### config.mk
export PLATFORM = sky130hd
export DESIGN_NAME = poll_status_responder
export DESIGN_NICKNAME = d
export VERILOG_FILES = /design/src/rtl/poll_resp_pkg.sv /design/src/rtl/poll_resp_capture.sv /design/src/rtl/poll_resp_toggle.sv /design/src/rtl/poll_resp_format.sv /design/src/rtl/poll_status_responder.sv
export SDC_FILE = /design/constraint.sdc
export NUM_CORES = 1
export LEC_CHECK = 0
export CAP_MARGIN = 30
export CORE_MARGIN = 2
export CORE_UTILIZATION = 41
export DETAILED_ROUTE_END_ITERATION = 12
export PLACE_DENSITY = 0.84
export SYNTH_ARGS = -nofsm -noshare
export SYNTH_HDL_FRONTEND = slang
export SYNTH_HIERARCHICAL = 1
export SYNTH_SLANG_ARGS = --single-unit
### constraint.sdc
create_clock -name clk -period 1.2 [get_ports clk]
set_input_delay 0.12 -clock clk [delete_from_list [all_inputs] [get_ports clk]]
set_output_delay 0.12 -clock clk [all_outputs]
set_load 0.01 [all_outputs]
### src/rtl/poll_resp_pkg.sv
package poll_resp_pkg;

    typedef enum logic [1:0] {
        ST_IDLE  = 2'd0,
        ST_PROG  = 2'd1,
        ST_ERASE = 2'd2
    } resp_state_t;

endpackage

### src/rtl/poll_resp_capture.sv
// Holds the operation kind and the top bit of the written byte for the
// whole length of an operation.
module poll_resp_capture (
    input  logic clk,
    input  logic rst_n,
    input  logic load,
    input  logic kind_in,
    input  logic top_in,
    output logic kind_held,
    output logic top_held
);

    always_ff @(posedge clk) begin
        if (!rst_n) begin
            kind_held <= 1'b0;
            top_held  <= 1'b0;
        end else if (load) begin
            kind_held <= kind_in;
            top_held  <= top_in;
        end
    end

endmodule

### src/rtl/poll_resp_toggle.sv
// Read-driven toggle: cleared whenever no operation runs, advances once
// per status read only.
module poll_resp_toggle (
    input  logic clk,
    input  logic rst_n,
    input  logic active,
    input  logic advance,
    output logic tog
);

    always_ff @(posedge clk) begin
        if (!rst_n) begin
            tog <= 1'b0;
        end else if (!active) begin
            tog <= 1'b0;
        end else if (advance) begin
            tog <= ~tog;
        end
    end

endmodule

### src/rtl/poll_resp_format.sv
// Builds the word and drive enables for one read.
module poll_resp_format #(
    parameter int W = 8
) (
    input  logic         show_status,
    input  logic         is_erase,
    input  logic         top_bit,
    input  logic         tog,
    input  logic [W-1:0] arr_data,
    output logic [W-1:0] word,
    output logic [W-1:0] drive
);

    localparam int POLL_POS = W - 1;
    localparam int TOG_POS  = W - 2;

    logic poll_val;

    always_comb begin
        poll_val = is_erase ? 1'b0 : ~top_bit;
    end

    for (genvar gi = 0; gi < W; gi++) begin : g_bit
        if (gi == POLL_POS) begin : g_poll
            always_comb begin
                word[gi]  = show_status ? poll_val : arr_data[gi];
                drive[gi] = 1'b1;
            end
        end else if (gi == TOG_POS) begin : g_tog
            always_comb begin
                word[gi]  = show_status ? tog : arr_data[gi];
                drive[gi] = 1'b1;
            end
        end else begin : g_rel
            always_comb begin
                word[gi]  = show_status ? 1'b0 : arr_data[gi];
                drive[gi] = ~show_status;
            end
        end
    end

endmodule

### src/rtl/poll_status_responder.sv
module poll_status_responder
    import poll_resp_pkg::*;
#(
    parameter int W = 8
) (
    input  logic         clk,
    input  logic         rst_n,
    input  logic         op_busy,
    input  logic         op_is_erase,
    input  logic         wr_top_bit,
    input  logic         rd_strobe,
    input  logic [W-1:0] arr_data,
    output logic [W-1:0] bus_q,
    output logic [W-1:0] bus_oe
);

    resp_state_t state;
    resp_state_t state_nxt;

    logic         kind_held;
    logic         top_held;
    logic         tog;
    logic         cap_load;
    logic         eff_kind;
    logic         eff_top;
    logic [W-1:0] fmt_word;
    logic [W-1:0] fmt_drive;

    // state register
    always_ff @(posedge clk) begin
        if (!rst_n) begin
            state <= ST_IDLE;
        end else begin
            state <= state_nxt;
        end
    end

    // transitions
    always_comb begin
        state_nxt = state;
        unique case (state)
            ST_IDLE: begin
                if (op_busy) begin
                    state_nxt = op_is_erase ? ST_ERASE : ST_PROG;
                end
            end
            ST_PROG: begin
                if (!op_busy) begin
                    state_nxt = ST_IDLE;
                end
            end
            ST_ERASE: begin
                if (!op_busy) begin
                    state_nxt = ST_IDLE;
                end
            end
            default: state_nxt = ST_IDLE;
        endcase
    end

    // In the first busy cycle the live inputs are used; afterwards the
    // captured copies.
    always_comb begin
        cap_load = (state == ST_IDLE) && op_busy;
        eff_kind = (state == ST_IDLE) ? op_is_erase : kind_held;
        eff_top  = (state == ST_IDLE) ? wr_top_bit  : top_held;
    end

    poll_resp_capture u_capture (
        .clk       (clk),
        .rst_n     (rst_n),
        .load      (cap_load),
        .kind_in   (op_is_erase),
        .top_in    (wr_top_bit),
        .kind_held (kind_held),
        .top_held  (top_held)
    );

    poll_resp_toggle u_toggle (
        .clk     (clk),
        .rst_n   (rst_n),
        .active  (op_busy),
        .advance (rd_strobe),
        .tog     (tog)
    );

    poll_resp_format #(.W(W)) u_format (
        .show_status (op_busy),
        .is_erase    (eff_kind),
        .top_bit     (eff_top),
        .tog         (tog),
        .arr_data    (arr_data),
        .word        (fmt_word),
        .drive       (fmt_drive)
    );

    // output register, loaded once per read
    always_ff @(posedge clk) begin
        if (!rst_n) begin
            bus_q  <= '0;
            bus_oe <= '0;
        end else if (rd_strobe) begin
            bus_q  <= fmt_word;
            bus_oe <= fmt_drive;
        end
    end

endmodule

Word-level counts from Yosys, hierarchy flattened. Cells that the tools add are included.

Register bits: 20. Output and inout port bits: 16. Bits in read-only memories: 0. Memories: 0. RAM bits: 0. Bits in latches: 0. Bits of input ports: 14. Word-level logic and storage cells: 33.

Equal/unequal tests: 4. Reduce and logical (&&, ||, !) cells: 5. $mul: 0. Shift-type cells: 0. $add $sub $neg: 0. $lt $le $gt $ge: 0. Bitwise operators: 3. Muxes and demuxes: 15. Div/mod/pow operators: 0.

Operators with widths (count): $mux W1 (11); $mux W2 (3); $ne A2 B2 Y1 const B (2); $pmux W2 S2 (1); $reduce_and A2 Y1 (2); $not A1 Y1 (3); $eq A2 B1 Y1 const B (1); $eq A2 B2 Y1 const B (1); $logic_not A2 Y1 (1); $reduce_or A2 Y1 (1); $logic_and A1 B1 Y1 (1).

Longest topological paths before layout. Gate-level depths: netlist (run 1).

Depth in word-level cells: 5. Depth in mapped cells: 6. Depth with buffers taken out: 6.

Hierarchy. Netlist (run 1), hierarchy kept.

By module, submodules not included: poll_status_responder (sequential area each 360.3 µm², instances 1, cells an instance 68, area an instance 732.0 µm²); poll_resp_format (sequential area each 0.0 µm², instances 1, cells an instance 18, area an instance 135.1 µm²); poll_resp_capture (sequential area each 40.0 µm², instances 1, cells an instance 6, area an instance 72.6 µm²); poll_resp_toggle (sequential area each 20.0 µm², instances 1, cells an instance 3, area an instance 35.0 µm²).

Worst setup path after synthesis (run 1). Ideal clock, no wire load.

Kind: flip-flop to flip-flop. From: register state[0]. To: register bus_q[7]. Setup time: 0.064 ns. Path buffers: 0. Slack: -0.101 ns. Stages on the path, launching flop included: 7. Data required time: 1.136 ns. Period minus slack after synthesis: 1.301 ns. Arrival: 1.237 ns. Cell sequence: dfxtp_1 inv_1 ha_1 mux2_2 o31ai_2 mux2i_1 nor2_1.

Elaborated cells on any way between the ends: 6. Classes of those cells: mux: 4; bitwise: 1; reduce/logical: 1.

RTL lines: from (decl) (RTL line poll_status_responder.sv:17) `resp_state_t state;`; from (signal assigned) (RTL line poll_status_responder.sv:34) `state <= state_nxt;`; $logic_not A2 Y1 (RTL line poll_status_responder.sv:65) `eff_kind = (state == ST_IDLE) ? op_is_erase : kind_held;`; $mux W1 (RTL line poll_status_responder.sv:65); via eff_kind (RTL line poll_status_responder.sv:24) `logic eff_kind;`; $mux W1 (RTL line poll_resp_format.sv:20) `poll_val = is_erase ? 1'b0 : ~top_bit;`; $mux W1 (RTL line poll_resp_format.sv:26) `word[gi] = show_status ? poll_val : arr_data[gi];`; via fmt_word[7] (RTL line poll_status_responder.sv:26) `logic [W-1:0] fmt_word;`; to (signal assigned) (RTL line poll_status_responder.sv:103) `bus_q <= fmt_word;`; to (decl) (RTL line poll_status_responder.sv:13) `output logic [W-1:0] bus_q,`.

The timed path passes the listed nets, and every way through them passes these cells. A chain may end at the register's enable or synchronous reset.

Worst setup path in the final report (run 1).
From: register state[0]. To: register bus_q[7].

Cells in the longest elaborated chain, start to end: 5. Elaborated cells on any way between the ends: 6. Classes of those cells: mux: 4; bitwise: 1; reduce/logical: 1.

Ends and longest elaborated chain: $logic_not A2 Y1 (RTL line poll_status_responder.sv:66) `eff_top = (state == ST_IDLE) ? wr_top_bit : top_held;`; $mux W1 (RTL line poll_status_responder.sv:66); via eff_top (RTL line poll_status_responder.sv:25) `logic eff_top;`; $not A1 Y1 (RTL line poll_resp_format.sv:20); $mux W1 (RTL line poll_resp_format.sv:20); $mux W1 (RTL line poll_resp_format.sv:26); via fmt_word[7] (RTL line poll_status_responder.sv:26).

The timed path passes the listed nets, and every way through them passes these cells.

==> results of run 1 <==
==> worst max-delay path, cell delays in order (launching register included) <==
cell and delay, ns:
dfxtp_2 0.34, inv_2 0.07, ha_4 0.15, mux2_4 0.30, o31ai_2 0.20, mux2i_1 0.10
nor2_1 0.08
==> flip-flops by register name (all words and copies together) (netlist names) <==
signal,count
u_toggle/tog,1
u_capture/top_held,1
bus_q,8
state,2
u_capture/kind_held,1
bus_oe,8
==> cells by family after synthesis <==
family,after synthesis
adder cells (fa/ha/maj),2
multiplexers,23
AND/OR/NAND/NOR,31
XOR/XNOR,1
flip-flops,21
buffers and inverters,14
AO/OA/AOI/OAI,2
other,1
==> synthesized netlist by cell type, drive strengths merged <==
library cell	instances
and3	1
buf	10
dfxtp	21
o22ai	1
mux2i	20
nand2b	1
o31ai	1
nand4b	1
inv	4
and2b	6
nor2b	2
mux2	3
nand2	2
xor2	1
ha	2
conb	1
and2	1
nor2	16
nand3b	1
==> power breakdown <==
| part | internal, uW | switching (uW) |
|---|---|---|
| clock network | 130 | 194 |
| registers | 745 | 23.9 |
| logic | 257 | 170 |
==> layout make-up <==
type / count / area [sq um] / share of cell area (%)
Multi-Input combinational cell: 61 / 502 / 37.2
Sequential cell: 21 / 423 / 31.4
Timing Repair Buffer: 37 / 347 / 25.7
Tap cell: 28 / 35.0 / 2.60
Clock buffer: 4 / 26.3 / 1.95
Inverter: 4 / 15.0 / 1.11
==> repair_timing <==
| item | 4_1_cts | 5_1_grt |
|---|---|---|
| endpoints found under the setup margin | 21 | 4 |
| pin swaps | 3 | 2 |
| gates cloned | 0 | 0 |
| buffers inserted | 0 | 1 |
| resized for setup | 19 | 2 |
==> final timing paths <==
kind	startpoint	to	slack, ns
worst max-delay path	state[0]$_SDFFE_PN0P_	bus_q[7]$_SDFFE_PN0P_	-0.1
worst max register to register	state[0]$_SDFFE_PN0P_	bus_q[7]$_SDFFE_PN0P_	-0.1
worst min register to register	state[0]$_SDFFE_PN0P_	state[0]$_SDFFE_PN0P_	0.48
worst min-delay path	state[0]$_SDFFE_PN0P_	state[0]$_SDFFE_PN0P_	0.48
==> layer usage <==
layer,GRT usage [%],up-vias,wire (um)
met1,17.6,323,783
met4,2.56,0,9
met5,0,-,0
met3,5.14,2,119
met2,25.8,25,873
li1,-,368,-
==> metrics by stage <==
| stage | setup TNS, ns | instances | util, % | hold WS (ns) |
|---|---|---|---|---|
| 2_1_floorplan | -0.0419 | 96 | - | 0.248 |
| 3_3_place_gp | -1.72 | 150 | 58.3 | 0.449 |
| 3_5_place_dp | -2.43 | 150 | 58.3 | 0.465 |
| 4_1_cts | -0.146 | 154 | 59.4 | 0.481 |
| 5_1_grt | -0.605 | 155 | 60.3 | 0.499 |
| 6_report | -0.324 | 155 | 60.3 | 0.477 |
==> impl_metrics.csv, run 1 <==
group,metric,value,unit
run_status,status,"finished with violations",
run_status,violations,"negative setup slack",
synth,synth-xor-area-share,0.899,%
synth,synth_top_family_by_area,"multiplexers",
pwr,ir_drop,1010,uV
critical_path,crit_required,1.44,ns
clock_tree,cts_max_path_buffers,2,
sta,period_needed,1.30,ns
pwr,power_leakage,0.000665,uW
clock_tree,numCtsBuffers,3,
route,dr.pass1.iters,4,
route,vias,718,
clock_tree,cts_root_buf,"clkbuf_4",
route,ant_nets,0,
sta,slew_viol_final,0,
critical_path,crit_path_start_kind,"flop",
layout,diodes,0,
route,first_iter_violations,4,
place,gp_congestion,0.667,
synth,syn_area_per_cell,10.3,sq um
synth,synth.area.top_cells,"dfxtp_1 43%, mux2i_1 21%, nor2_1 6.2%, buf_4 5.4%, and2b_1 4.6%",
sta,hold_viol_final,0,
critical_path,critical_path_class,"reg2reg",
route,routed_wl,1790,um
synth,synth-simple-area-share,16.4,%
grt,grt_pass1_vias,670,
place,pre_cts_slack,-0.234,ns
layout,drive_above_1_share,19.7,%
grt,grt_usage,14.8,%
floorplanning,core_region_area,0.00223,sq mm
critical_path,cp_data_arrival_time,1.54,ns
sta,period_share,108,%
grt,grt_max_degree,18,
sta,skew,0.000408,ns
flow_run,drv_cap,0,
grt,gr-total-overflow,0,
clock_tree,clk_latency,0.30,ns
clock_tree,cts_sinks,21,
sta,worst_slack,-0.0955,ns
grt,grt_pass1_wl,3020,um
clock_tree,clkSlewWorstSetupHoldPaths,0.10,ns
clock_tree,cts_htree_levels,1,
worst_hold_path,whs_path_depth,2,
synth,yosysUniqueCellTypes,23,
synth,synth_compound_area_share,1.93,%
layout,fin_area,0.00135,sq mm
floorplanning,initial_utilization,43.6,%
synth,synth_area,975,sq um
floorplanning,rows,17,
route,wl_per_cell,11.5,um
floorplanning,io_pins,30,
synth,synth_top_area_share,43.1,%
synth,synth_adder_area_share,2.57,%
floorplanning,die_area,0.00278,sq mm
route,drcViolationCount,0,
floorplanning,die_h,52.8,um
layout,n_fill_cell,221,
worst_hold_path,hp-class,"reg2reg",
place,dpl_cell_area,0.00130,sq mm
pwr,pwr_density_cell,1130,mW/mm^2
place,numPortBuffers,29,
critical_path,cp-end-kind,"flop",
sta,setup_viol,5,
layout,syn2layout_area_growth,38.3,%
synth,synthCells,95,
synth,synth.ff_latch_count,21,
critical_path,worstRegToRegCells,6,
critical_path,critPathMaxFanout,3,
floorplanning,dieWidth,52.8,um
synth,synth_top_cell_by_area,"dfxtp_1",
layout,mostFrequentLayoutCells,"19 x mux2i_1, 19 x dfxtp_1, 16 x nor2_1, 16 x dlygate4sd2_1, 13 x clkdlybuf4s50_1",
synth,muxShareOfSynthArea,24.0,%
pwr,power,1520,uW
clock_tree,hold_buffers,0,
clock_tree,cts_tree,"done",
synth,yosys_warnings,6,
route,via_per_inst,4.63,
grt,antenna_found_initial,0,
synth,synth_seq_area_share,43.1,%
layout,fin_nets,144,
sta,rsz0062_at_grt,"true",
sta,fmax,772,MHz
place,dp.final_hpwl,1340,um
(Power assumes the default switching activity.)
==> run 2, diff against run 1 <==
--- a/config.mk
+++ b/config.mk
@@ -5,9 +5,11 @@
 export SDC_FILE = /design/constraint.sdc
 export NUM_CORES = 1
 export LEC_CHECK = 0
+export ABC_AREA = 1
 export CAP_MARGIN = 30
 export CORE_MARGIN = 2
 export CORE_UTILIZATION = 41
+export CTS_CLUSTER_DIAMETER = 150
 export DETAILED_ROUTE_END_ITERATION = 12
 export PLACE_DENSITY = 0.84
 export SYNTH_ARGS = -nofsm -noshare
==> impl_metrics.csv, run 2 <==
group,metric,value,unit
layout,reg_top3,"bus_oe: 8 flops, bus_q: 8 flops, state: 2 flops",
critical_path,cp-end-kind,"flop",
critical_path,path_cells,"inv_2 -> ha_4 -> mux2_4 -> nor2_2 -> nand2_1 -> nand2_1 -> nor2_1 -> nor2_1",
critical_path,cp_data_arrival_time,1.50,ns
route,ant_nets,0,
place,gp_congestion,0.695,
synth,dominantRegCellSynth,"dfxtp_1",
route,dr.pass1.iters,4,
critical_path,crit_path_start_kind,"flop",
place,dp.final_hpwl,1720,um
critical_path,critPathMaxFanout,3,
clock_tree,cts_max_path_buffers,2,
sta,period_needed,1.25,ns
critical_path,critPathBufInv,1,
place,dpl_cell_area,0.00131,sq mm
route,drcViolationCount,0,
route,first_iter_violations,19,
place,numPortBuffers,29,
clock_tree,cts_root_buf,"clkbuf_4",
floorplanning,initial_utilization,44.3,%
sta,fmax,801,MHz
synth,synth_edf_count,0,
clock_tree,hold_buffers,0,
layout,syn2layout_area_growth,38.1,%
floorplanning,die_h,53.4,um
synth,synth_top_cell_by_area,"dfxtp_1",
layout,fin_cells,204,
floorplanning,io_pins,30,
clock_tree,numCtsBuffers,3,
sta,worst_slack,-0.0490,ns
sta,hold_viol_final,0,
pwr,power_leakage,0.000710,uW
route,via_per_inst,4.65,
place,pre_cts_slack,-0.105,ns
synth,synth.ff_latch_count,21,
critical_path,cp_slowest_stage_delay,0.34,ns
synth,synth_common_cells,"44 x nor2_1, 21 x dfxtp_1, 18 x nand2_1",
floorplanning,die_area,0.00285,sq mm
place,dp.cells,198,
floorplanning,rows,17,
synth,yosysUniqueCellTypes,19,
run_status,violations,"negative setup slack",
route,routed_wl,2320,um
critical_path,reg2reg_slack,-0.05,ns
synth,synth_area,998,sq um
critical_path,critical_path_class,"reg2reg",
worst_hold_path,hp-class,"in2reg",
grt,antenna_found_initial,0,
critical_path,slowest_stage,"dfxtp_2",
sta,slew_viol_final,0,
clock_tree,cts_sinks,21,
synth,synthArstFlopShare,0,%
synth,synth_most_common_cell,"nor2_1",
synth,synth_top_area_share,42.1,%
layout,mostFrequentLayoutCells,"43 x nor2_1, 19 x dfxtp_1, 18 x nand2_1",
grt,gr-total-overflow,0,
floorplanning,dieWidth,53.4,um
critical_path,crit_required,1.45,ns
clock_tree,clk_latency,0.30,ns
layout,fin_area,0.00138,sq mm
layout,layout_commonest_cell,"nor2_1",
layout,drive_above_1_share,17.0,%
sta,period_share,104,%
grt,grt_max_degree,17,
grt,grt_pass1_wl,3880,um
sta,fin_hold_ws,0.469,ns
route,wl_per_cell,11.4,um
critical_path,crit_family,"flip-flops",
flow_run,drv_cap,0,
floorplanning,core_region_area,0.00225,sq mm
sta,skew,0.00986,ns
synth,synth_seq_area_share,42.1,%
pwr,ir_drop,833,uV
synth,synthCells,143,
clock_tree,cts_htree_levels,1,
sta,setup_viol,1,
layout,fin_nets,193,
run_status,status,"finished with violations",
clock_tree,cts_tree,"done",
synth,yosys_warnings,6,
route,vias,948,
grt,grt_pass1_vias,926,
layout,diodes,0,
clock_tree,clkSlewWorstSetupHoldPaths,0.12,ns
sta,final.setup.tns,-0.0490,ns
synth,synth.area.top_cells,"dfxtp_1 42%, nor2_1 17%, buf_4 6.8%, nand2_1 6.8%, o21ai_0 6.5%",
synth,syn_area_per_cell,6.98,sq um
grt,grt_usage,19.1,%
sta,rsz0062_at_grt,"true",
pwr,pwr_density_cell,1150,mW/mm^2
run 2: changes by cell type after synthesis, sizes merged, moves of 2 or more:
cell	previous run	this run
a21oi	0	2
and2b	6	0
inv	4	19
mux2	3	1
mux2i	20	0
nand2	2	20
nand3	0	2
nor2	16	46
nor2b	2	0
o21ai	0	16
run 2: tightest hold or removal path: cells and delay by family:
| family | cells | cell delay [ns] |
|---|---|---|
| and+or+nand+nor | 3 | 0.17 |
| buffers and inverters | 2 | 0.45 |
run 2: where the power goes:
group	internal [uW]	switching [uW]
logic	236	233
clock network	130	204
registers	756	29.9
total	1120	467
run 2: final cells by class:
cell class	count	area [sq um]
Sequential cell	21	423
Fill cell	220	876
Multi-Input combinational cell	93	460
Tap cell	28	35.0
Timing Repair Buffer	39	358
Clock buffer	4	26.3
Inverter	19	76.3
run 2: stage by stage:
stage,util (%),total power (uW)
2_1_floorplan,-,1040
3_3_place_gp,58.2,1190
3_5_place_dp,58.2,1220
4_1_cts,60.2,1590
5_1_grt,61.2,1690
6_report,61.2,1590
run 2: logic make-up after synthesis:
group	after synthesis	synth area share (%)
simple gates	69	27.4
buf+inv	30	16.7
flops	21	42.1
compound gates	19	9.77
fa+ha+maj	2	2.51
mux	1	1.13
other cells	1	0.376
run 2: per-layer routing:
layer	up-vias	track usage (%)	share of wire, %
met5	-	0	0
met3	6	3.11	3.6
met2	29	33.3	50
met1	422	22.5	44
met4	0	8.97	2.1
li1	491	-	-
run 2: what timing repair did:
item | 4_1_cts | 5_1_grt
setup buffers | 1 | 1
endpoints found under the hold margin | 0 | 0
gates resized for setup | 24 | 3
setup endpoints to repair | 19 | 3
pin swaps | 4 | 1
run 2: final timing paths:
kind                                             from                    end  cells past startpoint
worst max-delay path            state[1]$_SDFFE_PN0P_  bus_q[7]$_SDFFE_PN0P_                      8
worst max register to register  state[1]$_SDFFE_PN0P_  bus_q[7]$_SDFFE_PN0P_                      8
worst min register to register  state[0]$_SDFFE_PN0P_  state[0]$_SDFFE_PN0P_                      2
worst min-delay path                      arr_data[5]  bus_q[5]$_SDFFE_PN0P_                      5
